$ cat config.mk
export PLATFORM = sky130hd
export DESIGN_NAME = range_maint_engine
export DESIGN_NICKNAME = d
export VERILOG_FILES = /design/src/rtl/rme_pkg.sv /design/src/rtl/rme_regcap.sv /design/src/rtl/rme_walker.sv /design/src/rtl/range_maint_engine.sv
export SDC_FILE = /design/constraint.sdc
export NUM_CORES = 1
export LEC_CHECK = 0
export BUFFER_PORTS_ARGS = -buffer_cell sky130_fd_sc_hd__buf_2
export CAP_MARGIN = 30
export CELL_PAD_IN_SITES_DETAIL_PLACEMENT = 2
export CELL_PAD_IN_SITES_GLOBAL_PLACEMENT = 2
export CORE_MARGIN = 5
export CORE_UTILIZATION = 33
export DETAILED_ROUTE_END_ITERATION = 6
export MAX_ROUTING_LAYER = met4
export PLACE_DENSITY_LB_ADDON = 0.1
export SLEW_MARGIN = 40
export SYNTH_ARGS = -nofsm -noshare
export SYNTH_HDL_FRONTEND = slang
export SYNTH_SLANG_ARGS = --single-unit
$ cat constraint.sdc
create_clock -name clk -period 4.2 [get_ports clk]
set_input_delay 0.42 -clock clk [delete_from_list [all_inputs] [get_ports clk]]
set_output_delay 0.42 -clock clk [all_outputs]
set_load 0.01 [all_outputs]
$ cat src/rtl/rme_pkg.sv
package rme_pkg;
  typedef enum logic [1:0] {
    OP_CLEAN     = 2'd0,
    OP_INV       = 2'd1,
    OP_CLEAN_INV = 2'd2
  } line_op_e;

  typedef enum logic [2:0] {
    SEL_LINE_CLEAN  = 3'd0,
    SEL_LINE_INV    = 3'd1,
    SEL_LINE_CLINV  = 3'd2,
    SEL_CLEAN_START = 3'd3,
    SEL_CLEAN_END   = 3'd4,
    SEL_INV_START   = 3'd5,
    SEL_INV_END     = 3'd6,
    SEL_NONE        = 3'd7
  } reg_sel_e;
endpackage

$ cat src/rtl/rme_regcap.sv
module rme_regcap
  import rme_pkg::*;
#(
  parameter int ADDR_W = 32,
  parameter int LINE_W = 5,
  parameter int PAGE_W = 12,
  localparam int IDX_W = PAGE_W - LINE_W,
  localparam int PG_W  = ADDR_W - PAGE_W
) (
  input  logic              clk,
  input  logic              rst_n,
  input  logic              wr_en,
  input  logic [2:0]        wr_sel,
  input  logic [ADDR_W-1:0] wr_data,
  input  logic              busy,
  output logic              launch,
  output line_op_e          launch_op,
  output logic [PG_W-1:0]   launch_page,
  output logic [IDX_W:0]    launch_first,
  output logic [IDX_W-1:0]  launch_last
);
  logic              pend_vld;
  logic              pend_inv;
  logic [ADDR_W-1:0] pend_addr;
  logic              accept;
  logic              end_hit;
  logic [IDX_W:0]    pend_first;

  assign accept = wr_en && !busy;

  // Round the pending start up to the next line boundary.
  assign pend_first = {1'b0, pend_addr[PAGE_W-1:LINE_W]}
                    + {{IDX_W{1'b0}}, |pend_addr[LINE_W-1:0]};

  always_comb begin
    launch       = 1'b0;
    end_hit      = 1'b0;
    launch_op    = OP_CLEAN;
    launch_page  = wr_data[ADDR_W-1:PAGE_W];
    launch_first = {1'b0, wr_data[PAGE_W-1:LINE_W]};
    launch_last  = wr_data[PAGE_W-1:LINE_W];
    unique case (reg_sel_e'(wr_sel))
      SEL_LINE_CLEAN: begin launch = accept; launch_op = OP_CLEAN;     end
      SEL_LINE_INV:   begin launch = accept; launch_op = OP_INV;       end
      SEL_LINE_CLINV: begin launch = accept; launch_op = OP_CLEAN_INV; end
      SEL_CLEAN_END, SEL_INV_END: begin
        end_hit      = accept && pend_vld &&
                       (pend_inv == (reg_sel_e'(wr_sel) == SEL_INV_END));
        launch       = end_hit;
        launch_op    = pend_inv ? OP_INV : OP_CLEAN;
        launch_page  = pend_addr[ADDR_W-1:PAGE_W];
        launch_first = pend_first;
      end
      default: ;
    endcase
  end

  always_ff @(posedge clk) begin
    if (!rst_n) begin
      pend_vld  <= 1'b0;
      pend_inv  <= 1'b0;
      pend_addr <= '0;
    end else if (accept && (reg_sel_e'(wr_sel) == SEL_CLEAN_START ||
                            reg_sel_e'(wr_sel) == SEL_INV_START)) begin
      pend_vld  <= 1'b1;
      pend_inv  <= (reg_sel_e'(wr_sel) == SEL_INV_START);
      pend_addr <= wr_data;
    end else if (end_hit) begin
      pend_vld <= 1'b0;
    end
  end
endmodule

$ cat src/rtl/rme_walker.sv
module rme_walker
  import rme_pkg::*;
#(
  parameter int ADDR_W = 32,
  parameter int LINE_W = 5,
  parameter int PAGE_W = 12,
  localparam int IDX_W = PAGE_W - LINE_W,
  localparam int PG_W  = ADDR_W - PAGE_W
) (
  input  logic              clk,
  input  logic              rst_n,
  input  logic              launch,
  input  line_op_e          launch_op,
  input  logic [PG_W-1:0]   launch_page,
  input  logic [IDX_W:0]    launch_first,
  input  logic [IDX_W-1:0]  launch_last,
  input  logic              cmd_ready,
  output logic              busy,
  output logic              done,
  output logic              cmd_valid,
  output line_op_e          cmd_op,
  output logic [ADDR_W-1:0] cmd_addr
);
  logic [IDX_W-1:0] cur_idx;
  logic [IDX_W-1:0] last_idx;
  logic [PG_W-1:0]  page_q;
  line_op_e         op_q;
  logic             empty;

  assign empty = launch_first > {1'b0, launch_last};

  always_ff @(posedge clk) begin
    if (!rst_n) begin
      busy     <= 1'b0;
      done     <= 1'b0;
      cur_idx  <= '0;
      last_idx <= '0;
      page_q   <= '0;
      op_q     <= OP_CLEAN;
    end else begin
      done <= 1'b0;
      if (busy) begin
        if (cmd_ready) begin
          if (cur_idx == last_idx) begin
            busy <= 1'b0;
            done <= 1'b1;
          end else begin
            cur_idx <= cur_idx + 1'b1;
          end
        end
      end else if (launch) begin
        op_q     <= launch_op;
        page_q   <= launch_page;
        last_idx <= launch_last;
        if (empty) begin
          done <= 1'b1;
        end else begin
          busy    <= 1'b1;
          cur_idx <= launch_first[IDX_W-1:0];
        end
      end
    end
  end

  assign cmd_valid = busy;
  assign cmd_op    = op_q;
  assign cmd_addr  = {page_q, cur_idx, {LINE_W{1'b0}}};
endmodule

$ cat src/rtl/range_maint_engine.sv
module range_maint_engine
  import rme_pkg::*;
#(
  parameter int ADDR_W     = 32,
  parameter int LINE_BYTES = 32,
  parameter int PAGE_BYTES = 4096,
  localparam int LINE_W = $clog2(LINE_BYTES),
  localparam int PAGE_W = $clog2(PAGE_BYTES),
  localparam int IDX_W  = PAGE_W - LINE_W,
  localparam int PG_W   = ADDR_W - PAGE_W
) (
  input  logic              clk,
  input  logic              rst_n,
  input  logic              reg_we,
  input  logic [2:0]        reg_sel,
  input  logic [ADDR_W-1:0] reg_wdata,
  output logic              stall,
  output logic              done,
  output logic              cmd_valid,
  input  logic              cmd_ready,
  output logic [1:0]        cmd_op,
  output logic [ADDR_W-1:0] cmd_addr
);
  logic             busy;
  logic             launch;
  line_op_e         launch_op;
  line_op_e         op_out;
  logic [PG_W-1:0]  launch_page;
  logic [IDX_W:0]   launch_first;
  logic [IDX_W-1:0] launch_last;

  rme_regcap #(.ADDR_W(ADDR_W), .LINE_W(LINE_W), .PAGE_W(PAGE_W)) u_regcap (
    .clk          (clk),
    .rst_n        (rst_n),
    .wr_en        (reg_we),
    .wr_sel       (reg_sel),
    .wr_data      (reg_wdata),
    .busy         (busy),
    .launch       (launch),
    .launch_op    (launch_op),
    .launch_page  (launch_page),
    .launch_first (launch_first),
    .launch_last  (launch_last)
  );

  rme_walker #(.ADDR_W(ADDR_W), .LINE_W(LINE_W), .PAGE_W(PAGE_W)) u_walker (
    .clk          (clk),
    .rst_n        (rst_n),
    .launch       (launch),
    .launch_op    (launch_op),
    .launch_page  (launch_page),
    .launch_first (launch_first),
    .launch_last  (launch_last),
    .cmd_ready    (cmd_ready),
    .busy         (busy),
    .done         (done),
    .cmd_valid    (cmd_valid),
    .cmd_op       (op_out),
    .cmd_addr     (cmd_addr)
  );

  assign stall  = busy;
  assign cmd_op = op_out;
endmodule

==> metrics.yaml <==
clocking:
  clockRootBuffer: "clkbuf_8"
  clock_latency_ns: 0.36
  clock_sinks: 72
  cts_max_path_buffers: 2
  ctsHtreeMaxLevel: 3
  cts_tree: "built"
  cts_setup_buffers: 0
  cts_resized: 0
  ctsHoldBuffers: 0
  numCtsBuffers: 9
  clk_pin_slew_worst_paths_ns: 0.08
power_and_ir_drop:
  seqPwrFrac_pct: 49.9
  power.switching_uw: 469
  swShare_pct: 31.4
  p_comb_share_pct: 17.2
  power_leakage_nw: 1.62
  power_density_nw_per_um2: 365
  p_total_mw: 1.50
  peakVddDrop_mv: 0.133
  clock_power_share_pct: 32.9
  p_int_mw: 1.03
yosys:
  synth_edf_count: 0
  syn_inst: 454
  synthDistinctLibCells: 46
  syn_area_per_cell_um2: 7.69
  ys_ff_latch: 72
  ys.flop_type: "dfxtp_1"
  yosysWarnings: 0
  postSynth.asyncResetShare_pct: 0
  netlist_area_um2: 3490
  synth_seq_area_share_pct: 41.3
critical_path:
  crit_fanout: 7
  crit_required_ns: 4.49
  critPathKind: "reg -> reg"
  worstSetupStartpointType: "flop"
  endpoint_kind: "flop"
  arrival_ns: 3.55
route:
  wl_per_cell_um: 17.1
  drt_iter0_drc: 155
  viasPerCell: 5.23
  firstDrtPassIters: 4
  drc: 0
  routed_wl_um: 11100
  antenna_left: 0
  via_count: 3397
global_routing:
  grt.overflow.total: 0
  grt_pass1_wl_um: 18700
  grt_max_degree: 49
  grtUsageTotal_pct: 18.9
  grt_pass1_vias: 3651
  antenna_found_initial: 0
  busiest_layer: "met2"
  grt_util_met3_pct: 3.05
  grtUsageMet2_pct: 29.0
  met1_usage_pct: 25.1
die:
  die_area_um2: 12700
  die_w_um: 113
  row_count: 37
  io_pins: 76
  initial_utilization_pct: 33.8
  core-area_um2: 10300
  die_h_um: 113
sta:
  setup_tns_ns: 0
  rsz0062_at_grt: "no"
  whs_ns: 0.297
  min_period_over_period_pct: 77.6
  setup_violations: 0
  tightest_slew_ns: 0.758
  final.min_clock_period_ns: 3.26
  fmax_ghz: 0.307
  drv_slew: 0
  hold_viol_final: 0
  fin_ws_ns: 0.940
  slew_headroom_pct: 49.1
  finClkSkew_ns: 0.00820
cells_and_area:
  final_common_cell: "nand2_1"
  layout_common_cells: "nand2_1 (130), dfxtp_1 (72), buf_2 (70)"
  drive_gt1_share_pct: 19.6
  nets: 558
  stdcell_count: 650
  syn_to_final_growth_pct: 17.5
  diodes: 0
  fillers: 1209
placed_design:
  place_hpwl_um: 8010
  gp_congestion: 0.762
  numPlacedInstances: 634
  port_buffers: 70
  pre_cts_slack_ns: 0.936
hold_path:
  hold_class: "in -> reg"
run_status:
  status: "completed"
job:
  cap_violations: 0
[final timing paths]
path,slack (ns),end,from,cells after the start
max,0.94,u_walker.cur_idx[1],u_regcap.pend_addr[0],12
min,0.30,u_regcap.pend_addr[2],reg_wdata[2],3
max reg2reg,0.94,u_walker.cur_idx[1],u_regcap.pend_addr[0],12
min reg2reg,0.46,u_regcap.pend_addr[17],u_regcap.pend_addr[17],2
[layer usage]
| metal | share of wire (%) | vias to the layer above |
|---|---|---|
| li1 | - | 1668 |
| met1 | 48 | 1659 |
| met2 | 47 | 58 |
| met3 | 3.3 | 12 |
| met4 | 1.7 | 0 |
| met5 | 0 | - |
[cell usage after synthesis, types with 2 or more instances]
| library cell | n | area [um^2] |
|---|---|---|
| nor2_1 | 31 | 116 |
| xor2_1 | 4 | 35.0 |
| clkbuf_1 | 21 | 78.8 |
| nand3_1 | 14 | 70.1 |
| mux2i_1 | 2 | 20.0 |
| ha_1 | 10 | 125 |
| and2_1 | 2 | 12.5 |
| inv_1 | 7 | 26.3 |
| xnor2_1 | 8 | 70.1 |
| or2_1 | 2 | 12.5 |
| nor3b_1 | 4 | 30.0 |
| nand2b_1 | 2 | 12.5 |
| and3_1 | 5 | 31.3 |
| o32ai_1 | 5 | 43.8 |
| o21ai_0 | 15 | 75.1 |
| a31oi_1 | 3 | 18.8 |
| buf_4 | 7 | 52.6 |
| dfxtp_1 | 72 | 1440 |
| a211oi_1 | 4 | 30.0 |
| buf_1 | 2 | 7.51 |
| nand2_1 | 130 | 488 |
| a311oi_1 | 22 | 193 |
| a21oi_1 | 47 | 235 |
| o211ai_1 | 3 | 22.5 |
| or3_1 | 2 | 12.5 |
| nor2b_1 | 4 | 25.0 |
| buf_2 | 7 | 35.0 |
[cell families (layout without fill, tap and decap cells)]
logic type                 Yosys count  after routing  share of synthesized area [%]
AOI/OAI and AO/OA                  111            111                           21.2
xor gates and xnor gates            12             12                           3.01
adders and majority gates           10             10                           3.59
buffers and inverters               46            102                           5.95
DFF                                 72             72                           41.3
muxes                                2              2                          0.574
other                                1              5                          0.107
and+or+nand+nor                    200            200                           24.3
[power by group through the flow]
stage / Clock (mW) / Combinational, mW / Sequential (mW)
6_report: 0.492 / 0.258 / 0.746
3_5_place_dp: 0 / 0.262 / 0.763
2_1_floorplan: 0 / 0.158 / 0.764
4_1_cts: 0.516 / 0.264 / 0.747
3_3_place_gp: 0 / 0.251 / 0.761
5_1_grt: 0.547 / 0.291 / 0.753
[registers in the layout (all words and copies together), names as in the netlist]
register / flops
u_regcap.pend_inv: 1
u_regcap.pend_addr: 32
u_walker.cmd_op: 2
u_walker.last_idx: 7
u_regcap.pend_vld: 1
u_walker.busy: 1
u_walker.done: 1
u_walker.cur_idx: 7
u_walker.page_q: 20
[per-stage QoR]
stage	util, %	instance area (um^2)
after floorplan	-	3500
after global placement	38.0	3920
after detailed placement	38.0	3930
after CTS	39.7	4100
after global routing	39.7	4100
final	39.7	4100
[worst max-delay path, stage by stage, from the launching register on]
cell      delay, ns
dfxtp_1        0.32
nor3_1         0.18
nand2_1        0.08
ha_1           0.22
ha_1           0.23
xnor2_1        0.15
nand2_1        0.10
and2_1         0.19
ha_1           0.29
and4_1         0.21
a211oi_1       0.61
o31a_1         0.40
mux2i_1        0.22
[area by class of cell]
class	count	area (um^2)	area share, %
well taps	136	170	4.15
clock buffers	9	124	3.02
multi-input cells	340	1880	45.8
repair buffers	77	403	9.83
flip-flops and latches	72	1440	35.2
clock inverters	7	47.5	1.16
inverters	9	33.8	0.824
Power figures use the tool's default switching activity.
